--- src/rtl/irq_router_pkg.sv ---
package irq_router_pkg;

    localparam int CPU_COUNT = 4;
    localparam int OFS_W     = 12;
    localparam int CPU_SEL_W = $clog2(CPU_COUNT);

    typedef enum logic [1:0] {
        AK_NONE,
        AK_MASK,
        AK_VIEW,
        AK_RAW
    } acc_kind_e;

    typedef struct packed {
        acc_kind_e            kind;
        logic [CPU_SEL_W-1:0] cpu;
    } acc_dec_t;

    typedef enum logic [1:0] {
        RSP_IDLE,
        RSP_DATA,
        RSP_FAULT
    } rsp_state_e;

    function automatic acc_dec_t decode_ofs(input logic [OFS_W-1:0] ofs);
        acc_dec_t d;
        d.kind = AK_NONE;
        d.cpu  = '0;
        case (ofs)
            12'h200: begin d.kind = AK_MASK; d.cpu = 2'd0; end
            12'h240: begin d.kind = AK_MASK; d.cpu = 2'd1; end
            12'h600: begin d.kind = AK_MASK; d.cpu = 2'd2; end
            12'h640: begin d.kind = AK_MASK; d.cpu = 2'd3; end
            12'h280: begin d.kind = AK_VIEW; d.cpu = 2'd0; end
            12'h2C0: begin d.kind = AK_VIEW; d.cpu = 2'd1; end
            12'h680: begin d.kind = AK_VIEW; d.cpu = 2'd2; end
            12'h6C0: begin d.kind = AK_VIEW; d.cpu = 2'd3; end
            12'h300: begin d.kind = AK_RAW;  d.cpu = 2'd0; end
            default: begin d.kind = AK_NONE; d.cpu = 2'd0; end
        endcase
        return d;
    endfunction

endpackage

--- src/rtl/irq_raw_capture.sv ---
module irq_raw_capture #(
    parameter int IRQ_W      = 64,
    parameter int LEGACY_BIT = 55
) (
    input  logic             clk,
    input  logic             rst_n,
    input  logic [IRQ_W-1:0] dev_irq,
    input  logic             legacy_irq,
    output logic [IRQ_W-1:0] raw_q
);

    logic [IRQ_W-1:0] merged;

    always_comb begin
        merged             = dev_irq;
        merged[LEGACY_BIT] = legacy_irq;
    end

    always_ff @(posedge clk) begin
        if (!rst_n) raw_q <= '0;
        else        raw_q <= merged;
    end

endmodule

--- src/rtl/irq_mask_bank.sv ---
module irq_mask_bank #(
    parameter int IRQ_W = 64,
    parameter int CPUS  = 4
) (
    input  logic                       clk,
    input  logic                       rst_n,
    input  logic [CPUS-1:0]            mask_wr,
    input  logic [IRQ_W-1:0]           wdata,
    input  logic [IRQ_W-1:0]           raw_q,
    output logic [CPUS-1:0][IRQ_W-1:0] mask_q,
    output logic [CPUS-1:0]            cpu_irq
);

    for (genvar k = 0; k < CPUS; k++) begin : g_cpu
        always_ff @(posedge clk) begin
            if (!rst_n)          mask_q[k] <= '0;
            else if (mask_wr[k]) mask_q[k] <= wdata;
        end

        always_ff @(posedge clk) begin
            if (!rst_n) cpu_irq[k] <= 1'b0;
            else        cpu_irq[k] <= |(mask_q[k] & raw_q);
        end
    end

endmodule

--- src/rtl/irq_csr_fsm.sv ---
module irq_csr_fsm
    import irq_router_pkg::*;
#(
    parameter int IRQ_W = 64,
    parameter int CPUS  = 4
) (
    input  logic                       clk,
    input  logic                       rst_n,
    input  logic [OFS_W-1:0]           reg_addr,
    input  logic                       reg_wr,
    input  logic                       reg_rd,
    input  logic [CPUS-1:0][IRQ_W-1:0] mask_q,
    input  logic [IRQ_W-1:0]           raw_q,
    output logic [CPUS-1:0]            mask_wr,
    output logic [IRQ_W-1:0]           reg_rdata,
    output logic                       reg_rvalid,
    output logic                       reg_err
);

    acc_dec_t         dec;
    rsp_state_e       state_q, state_d;
    logic [IRQ_W-1:0] rd_word;

    assign dec = decode_ofs(reg_addr);

    for (genvar k = 0; k < CPUS; k++) begin : g_wr
        assign mask_wr[k] = reg_wr && (dec.kind == AK_MASK) && (dec.cpu == CPU_SEL_W'(k));
    end

    always_comb begin
        case (dec.kind)
            AK_MASK: rd_word = mask_q[dec.cpu];
            AK_VIEW: rd_word = mask_q[dec.cpu] & raw_q;
            AK_RAW:  rd_word = raw_q;
            default: rd_word = '1;
        endcase
    end

    always_comb begin
        if (!reg_rd)                 state_d = RSP_IDLE;
        else if (dec.kind == AK_NONE) state_d = RSP_FAULT;
        else                          state_d = RSP_DATA;
    end

    always_ff @(posedge clk) begin
        if (!rst_n) state_q <= RSP_IDLE;
        else        state_q <= state_d;
    end

    always_ff @(posedge clk) begin
        if (!rst_n)      reg_rdata <= '0;
        else if (reg_rd) reg_rdata <= rd_word;
    end

    always_comb begin
        unique case (state_q)
            RSP_IDLE:  begin reg_rvalid = 1'b0; reg_err = 1'b0; end
            RSP_DATA:  begin reg_rvalid = 1'b1; reg_err = 1'b0; end
            RSP_FAULT: begin reg_rvalid = 1'b1; reg_err = 1'b1; end
            default:   begin reg_rvalid = 1'b0; reg_err = 1'b0; end
        endcase
    end

endmodule

--- src/rtl/irq_router_top.sv ---
module irq_router_top
    import irq_router_pkg::*;
#(
    parameter int IRQ_W      = 64,
    parameter int LEGACY_BIT = 55
) (
    input  logic                 clk,
    input  logic                 rst_n,
    input  logic [IRQ_W-1:0]     dev_irq,
    input  logic                 legacy_irq,
    input  logic [OFS_W-1:0]     reg_addr,
    input  logic                 reg_wr,
    input  logic                 reg_rd,
    input  logic [IRQ_W-1:0]     reg_wdata,
    output logic [IRQ_W-1:0]     reg_rdata,
    output logic                 reg_rvalid,
    output logic                 reg_err,
    output logic [CPU_COUNT-1:0] cpu_irq
);

    logic [IRQ_W-1:0]                raw_q;
    logic [CPU_COUNT-1:0][IRQ_W-1:0] mask_q;
    logic [CPU_COUNT-1:0]            mask_wr;

    irq_raw_capture #(.IRQ_W(IRQ_W), .LEGACY_BIT(LEGACY_BIT)) u_raw (
        .clk        (clk),
        .rst_n      (rst_n),
        .dev_irq    (dev_irq),
        .legacy_irq (legacy_irq),
        .raw_q      (raw_q)
    );

    irq_mask_bank #(.IRQ_W(IRQ_W), .CPUS(CPU_COUNT)) u_masks (
        .clk     (clk),
        .rst_n   (rst_n),
        .mask_wr (mask_wr),
        .wdata   (reg_wdata),
        .raw_q   (raw_q),
        .mask_q  (mask_q),
        .cpu_irq (cpu_irq)
    );

    irq_csr_fsm #(.IRQ_W(IRQ_W), .CPUS(CPU_COUNT)) u_csr (
        .clk        (clk),
        .rst_n      (rst_n),
        .reg_addr   (reg_addr),
        .reg_wr     (reg_wr),
        .reg_rd     (reg_rd),
        .mask_q     (mask_q),
        .raw_q      (raw_q),
        .mask_wr    (mask_wr),
        .reg_rdata  (reg_rdata),
        .reg_rvalid (reg_rvalid),
        .reg_err    (reg_err)
    );

endmodule

--- config.mk ---
export PLATFORM = sky130hd
export DESIGN_NAME = irq_router_top
export DESIGN_NICKNAME = d
export VERILOG_FILES = /design/src/rtl/irq_router_pkg.sv /design/src/rtl/irq_raw_capture.sv /design/src/rtl/irq_mask_bank.sv /design/src/rtl/irq_csr_fsm.sv /design/src/rtl/irq_router_top.sv
export SDC_FILE = /design/constraint.sdc
export NUM_CORES = 1
export LEC_CHECK = 0
export CAP_MARGIN = 20
export CELL_PAD_IN_SITES_DETAIL_PLACEMENT = 0
export CELL_PAD_IN_SITES_GLOBAL_PLACEMENT = 1
export CORE_UTILIZATION = 45
export DETAILED_ROUTE_END_ITERATION = 16
export PLACE_DENSITY = 0.9
export SYNTH_ARGS = -nofsm -noshare
export SYNTH_HDL_FRONTEND = slang
export SYNTH_SLANG_ARGS = --single-unit
--- constraint.sdc ---
create_clock -name clk -period 3.5 [get_ports clk]
set_clock_uncertainty 0.2 [all_clocks]
set_input_delay 0.525 -clock clk [delete_from_list [all_inputs] [get_ports clk]]
set_output_delay 0.525 -clock clk [all_outputs]
set_load 0.02 [all_outputs]
==> impl_summary.txt, run 1 <==
----------------------------------------------------
[Status]
  Status ... finished, final reports clean

[Placement]
  Final weighted congestion in routability-driven placement ... 1.01
  Detailed Place HPWL ... 46000 um
  Port Buf Inserts ... around 210
  Dpl cell area ... 18400 um^2

[Detailed routing]
  First-pass iteration count of the detailed router ... 6
  Total number of vias ... 15500
  Ratio of routed vias to standard cells ... 6.39
  Detailed-route DRC error count ... 0
  Detailed router's first-iteration violation count ... approximately 1800
  Post-detailed-route wirelength per cell ... 26.5 um
  Count of antenna-violating nets left after detailed routing ... 0
  Total wire length after detailed routing ... 64500 um

[Floorplan]
  Placeable core region ... 34700 um^2
  Ports placed on the boundary ... 215
  DIE HEIGHT ... 190 um
  Standard-cell rows ... 68
  Starting Density ... 46.0%
  Die Outline Area ... 36200 um^2
  Horizontal extent of the die ... 190 um

[Yosys]
  FF+latch count, synth ... 390
  Post-synth net total ... 1970
  Synth Flop Type ... dfxtp_1
  Number of unique standard cell types used by synthesis ... 35
  Part of the Yosys area used for sequential elements ... 48.9%
  Average footprint of a synthesized cell ... 8.75 um^2
  Share of the synthesized area in the top cell type ... 48.9%
  Count leader, synth ... dfxtp_1
  Dominant cell type by area after synthesis ... dfxtp_1
  Asr flop ratio synth ... 0%
  Syn Std Cell Area ... 16000 um^2
  Post-synth EDFFs ... 0
  Count of yosys warnings during synthesis ... 0
  Commonest cells in the netlist ... dfxtp_1 (390), o21ai_0 (355), nand3_1 (263), clkbuf_1 (101), nand2_1 (68)
  Post-Synthesis Cells ... between 1500 and 2000
  Most area-consuming cells after synthesis ... dfxtp_1 (49%), o21ai_0 (11%), nand3_1 (8.2%), mux2_2 (4.4%), o221ai_1 (3.5%)

[CTS]
  Maximum buffer depth of the clock tree ... 3
  Clock insertion delay at the later pin of the skew report ... around 0.53 ns
  TritonCTS clock tree ... done
  Number of buffers added for setup after CTS ... 0
  TritonCTS Sinks ... 390
  Inserted Clock Buffers ... 41
  H-tree lvl count ... 2
  Number of buffers inserted for hold repair after clock tree synthesis ... 0
  Clock slew at reported path FFs ... 0.06 ns
  CTS-repair resized insts ... 0
  CTS root buffer ... clkbuf_16

[STA]
  Setup Viol. Count Final ... 0
  Max Clk Rate ... roughly 0.4 GHz
  Number of hold violations in the final report ... 0
  Final worst path period share ... 72.5%
  Max Transition Viols Final ... 0
  Setup_tns ... 0 ns
  Time the final worst path needs with I/O delays and setup ... 2.54 ns
  Worst relative slew slack ... a little over two fifths
  Worst-margin pin slew ... between 0.8 and 0.9 ns
  Unrepaired setup endpoints after global routing ... no

[Layout]
  Area of all sequential standard cells ... 7810 um^2
  Area of the multi-input gates ... 7290 um^2
  Fill cell instance count of the final layout ... roughly 3200
  ANT cells ... 0
  Final Util ... 56.9%
  Area Overhead vs Synth ... 23.7%
  Finished Cell Area ... ~20000 um^2
  Layout cell share with drive strength beyond 1 ... under 10%
  Count of nets after finishing ... about 2100

[Setup path]
  Endpoint type of the worst setup path ... primary output
  Startpoint kind of the worst setup timing path ... register
  Signal arrival time at the worst endpoint ... 1.81 ns
  Worst EP required ... 2.77 ns
  Worst Setup Path Type ... register to primary output
  Largest fanout on the critical path ... 1

[Global route]
  Number of antenna violations at the first check in global routing ... 1
  First-pass GRT wire length ... 94000 um
  Sum of overflow across all layers after global routing ... 0
  Pin count of the biggest net entering global routing ... 129
  Vias in the first global route ... 14500
  All-layer global routing usage ... 35.0%

[Power and ir drop]
  Internal Dissipation ... 7.51 mW
  Net Sw Power ... 2.37 mW
  Max IR drop VDD ... 376 uV
  Switching portion of total power ... 24.0%
  Total design power ... 9.88 mW
  Logic gate share of total power ... 8.1%
  Clock group share of total power ... 44.3%
  Sequential power share ... 47.6%
  Power density over the cells ... 500 nW/um^2
  Leakage power total ... about 7.1 nW

[Job]
  Number of maximum-capacitance constraint violations ... 0

[Hold path]
  Type of the tightest min-delay check ... input pin to register

----------------------------------------------------
[layout by cell type (no fill, tap or decap), types with 3 or more instances in the layout]
master and n:
dfxtp_1 390, o21ai_0 355, nand3_1 261, clkdlybuf4s50_1 209, nand2_1 67, inv_1 66, and2_1 64, a21oi_1 64
mux2_2 63, o22ai_1 63, o221ai_1 63, a22oi_1 54, clkbuf_16 43, a22o_1 37, a221oi_1 37, o21ai_1 29
nand4_1 21, buf_4 15, clkbuf_1 13, buf_12 12, clkbuf_8 9, nor3_1 6, clkinv_2 6, nor2_1 3
a21boi_0 3
[layer usage]
metal  share of wire [%]  wire (um)  vias to the layer above  GRT usage, %
met2                  45      29000                      875          55.4
met5               0.012          8                        -             0
met3                 9.5       6110                      155          6.35
met1                  41      26700                     7478          47.0
li1                    -          -                     7039             -
met4                 4.1       2680                        2          13.9
[worst paths after layout]
check,cells past startpoint,endpoint,start,slack [ns]
max,4,reg_rvalid,u_csr.state_q[0],0.96
min,3,u_csr.state_q[1],reg_rd,0.26
max reg2reg,5,u_masks.cpu_irq[3],u_raw.raw_q[2],1.00
min reg2reg,2,u_masks.mask_q[245],u_masks.mask_q[245],0.28
[cell type report]
| type | instances | area share, % |
|---|---|---|
| inverters | 66 | 1.25 |
| clock buffers | 65 | 6.32 |
| repair buffers | 239 | 12.5 |
| multi-input cells | 1207 | 36.9 |
| flip-flops and latches | 390 | 39.5 |
| clock inverters | 11 | 0.583 |
| well taps | 455 | 2.88 |
[registers in the layout (all words and copies together) (netlist names)]
register / cells
u_csr.state_q: 2
u_masks.cpu_irq: 4
u_masks.mask_q: 256
u_csr.reg_rdata: 64
u_raw.raw_q: 64
[power by group through the flow]
stage	clock network, mW	logic [mW]	registers, mW
floorplan	0	0.329	4.77
global placement	0	0.777	4.79
CTS	4.41	0.794	4.69
global route	4.61	0.858	4.70
finish	4.38	0.798	4.70
detailed placement	0	0.789	4.79
[logic make-up (layout without fill, tap and decap cells)]
| logic type | Yosys count | count (layout) | synth area share (%) |
|---|---|---|---|
| adder cells (fa/ha/maj) | 1 | 1 | 0.0784 |
| AO/OA/AOI/OAI | 706 | 706 | 26.8 |
| multiplexers | 65 | 65 | 4.65 |
| buffers and inverters | 227 | 381 | 5.61 |
| AND/OR/NAND/NOR | 435 | 435 | 14.0 |
| flip-flops | 390 | 390 | 48.9 |
[worst max-delay path: stages, from the launching register on]
cell and delay [ns]:
dfxtp_1 0.31, inv_1 0.04, ha_1 0.28, inv_1 0.07, clkdlybuf4s50_1 0.60
[stage by stage]
stage / hold slack, ns / cells / worst slack (ns)
2_1_floorplan: 0.249 / 1824 / 1.36
3_3_place_gp: 0.260 / 2357 / 0.755
3_5_place_dp: 0.275 / 2357 / 0.658
4_1_cts: 0.217 / 2433 / 0.925
5_1_grt: 0.247 / 2433 / 0.864
6_report: 0.255 / 2433 / 0.961
Power figures use the tool's default switching activity.
==> run 2: changes to the inputs <==
- CORE_UTILIZATION: 45 -> 42
- PLACE_DENSITY: 0.9 -> 0.85
- clock period: 3.5 -> 2.5 ns (I/O delays scaled with it)
==> run 2 against run 1 <==
Effect of this change:
- combinational power up 50%
- wire length up 4.0%
- non-clock buffer count up 40
- critical path depth up 1
- worst setup slack worse by 0.73 ns
- sequential share of layout area down 1.1 points
- global-route usage down 0.93 points
- cell count up 4.0%
- power up 43%
==> impl_summary.txt, run 2 (synthesized netlist as in run 1, its figures left out) <==
----------------------------------------------------
[Setup path]
  Signal arrival time at the worst endpoint ... 2.49 ns
  Largest stage delay on the critical path ... between 0.5 and 0.6 ns
  Worst Setup Path Type ... register to register
  CP cell instances ... a22o_1, a221oi_1, nand3_1, or4_1, o31a_1
  Largest fanout on the critical path ... 3
  Worst EP required ... between 2 and 3 ns
  Startpoint kind of the worst setup timing path ... register
  Worst Reg-to-Reg Cells ... 5
  Max stage delay cell, worst path ... or4_1
  Endpoint type of the worst setup path ... register

[STA]
  Setup WS post-layout ... ~0.23 ns
  Setup Viol. Count Final ... 0
  Number of hold violations in the final report ... 0
  Worst Hold Slack ... between 0.02 and 0.03 ns
  Unrepaired setup endpoints after global routing ... no
  Worst-margin pin slew ... ~0.67 ns
  Final worst path period share ... 90.7%
  Time the final worst path needs with I/O delays and setup ... 2.27 ns
  Worst relative slew slack ... about 55%
  Max Transition Viols Final ... 0
  Max Clk Rate ... 0.441 GHz

[Detailed routing]
  Post-detailed-route wirelength per cell ... roughly 27 um
  Total wire length after detailed routing ... 67100 um
  Detailed-route DRC error count ... 0
  Total number of vias ... 15600
  Count of antenna-violating nets left after detailed routing ... 0
  First-pass iteration count of the detailed router ... 5
  Detailed router's first-iteration violation count ... 1984
  Ratio of routed vias to standard cells ... 6.17

[CTS]
  Number of buffers added for setup after CTS ... 0
  Inserted Clock Buffers ... 43
  TritonCTS clock tree ... done
  H-tree lvl count ... 2
  Maximum buffer depth of the clock tree ... 3
  TritonCTS Sinks ... 390
  Clock slew at reported path FFs ... 0.06 ns
  Clock insertion delay at the later pin of the skew report ... 0.56 ns
  CTS root buffer ... clkbuf_16

[Global route]
  Number of antenna violations at the first check in global routing ... 3
  Vias in the first global route ... roughly 14000
  Sum of overflow across all layers after global routing ... 0
  First-pass GRT wire length ... 96700 um
  Pin count of the biggest net entering global routing ... 129
  All-layer global routing usage ... around a third

[Floorplan]
  Die Outline Area ... 38800 um^2
  Placeable core region ... 37500 um^2
  Horizontal extent of the die ... 197 um
  DIE HEIGHT ... a little under 200 um
  Starting Density ... a little over two fifths
  Standard-cell rows ... 71
  Ports placed on the boundary ... 215

[Layout]
  ANT cells ... 0
  Commonest cells after routing, fill and taps aside ... dfxtp_1 (390), o21ai_0 (355), nand3_1 (261), clkdlybuf4s50_1 (208), nand2_1 (67)
  Post-route insts no fill ... 2530
  Final Util ... 54.1%
  Registers with the highest flip-flop counts ... u_masks.mask_q (256), u_csr.reg_rdata (64), u_raw.raw_q (64)
  Area Overhead vs Synth ... 27.1%
  Max reg flops ... 256
  Count of nets after finishing ... 2133
  Area of all sequential standard cells ... 7810 um^2
  Layout cell share with drive strength beyond 1 ... 10.3%
  Area of the multi-input gates ... 7290 um^2
  Most common library cell in the layout ignoring fill and taps ... dfxtp_1
  Fill cell instance count of the final layout ... 3415
  Biggest register ... u_masks.mask_q

[Placement]
  Detailed Place HPWL ... slightly below 50000 um
  Final weighted congestion in routability-driven placement ... 1.02
  Port Buf Inserts ... 213
  Placement-stage worst setup slack ... -0.0635 ns
  Number of placed cells counting well taps ... roughly 2500

[Job]
  Number of maximum-capacitance constraint violations ... 0

[Hold path]
  Hold Path Cell Cnt ... 3
  Type of the tightest min-delay check ... input pin to register

[Power and ir drop]
  Leakage power total ... 7.38 nW
  Power density over the cells ... 695 nW/um^2
  Max IR drop VDD ... 477 uV

[Status]
  Status ... finished, final reports clean

----------------------------------------------------
run 2: final timing paths:
path	start	end	slack, ns
max reg2reg	u_masks.mask_q[10]	u_masks.cpu_irq[0]	0.23
max	u_masks.mask_q[10]	u_masks.cpu_irq[0]	0.23
min reg2reg	u_masks.mask_q[120]	u_masks.mask_q[120]	0.28
min	rst_n	u_csr.reg_rdata[34]	0.03
run 2: where the power goes:
| part | internal (mW) | switching (mW) |
|---|---|---|
| clock | 3.74 | 2.59 |
| combinational | 0.564 | 0.635 |
| sequential | 6.35 | 0.215 |
| total | 10.7 | 3.44 |
run 2: area by class of cell:
class	instances	area share (%)
Clock buffer	62	6.25
Clock inverter	15	0.752
Inverter	66	1.22
Multi-Input combinational cell	1207	35.9
Sequential cell	390	38.5
Tap cell	511	3.15
Timing Repair Buffer	279	14.2
run 2: timing repair:
action,in CTS,in global routing
endpoints found under the hold margin,1,0
setup endpoints to repair,0,1
resized for setup,0,1
hold buffers,1,0
run 2: metal layers:
layer  global-route usage (%)  vias up  wire (um)
met1                     46.3     7548      28400
met5                        0        -         20
met4                     13.1        4       2590
met3                     6.30      134       5970
li1                         -     7125          -
met2                     53.4      811      30100
run 2: per-stage QoR:
stage	total power, mW	TNS, ns	area, um^2
6_report	14.1	0	20300
5_1_grt	14.5	0	20300
4_1_cts	14.1	0	20300
3_5_place_dp	7.87	-3.38	18900
3_3_place_gp	7.86	-1.68	18900
2_1_floorplan	7.14	0	16000
run 2: worst max-delay path: cells and delay by family, from the launching register on:
kind	cells	cell delay, ns
and+or+nand+nor	2	0.73
AOI/OAI and AO/OA	3	0.79
DFF	1	0.40
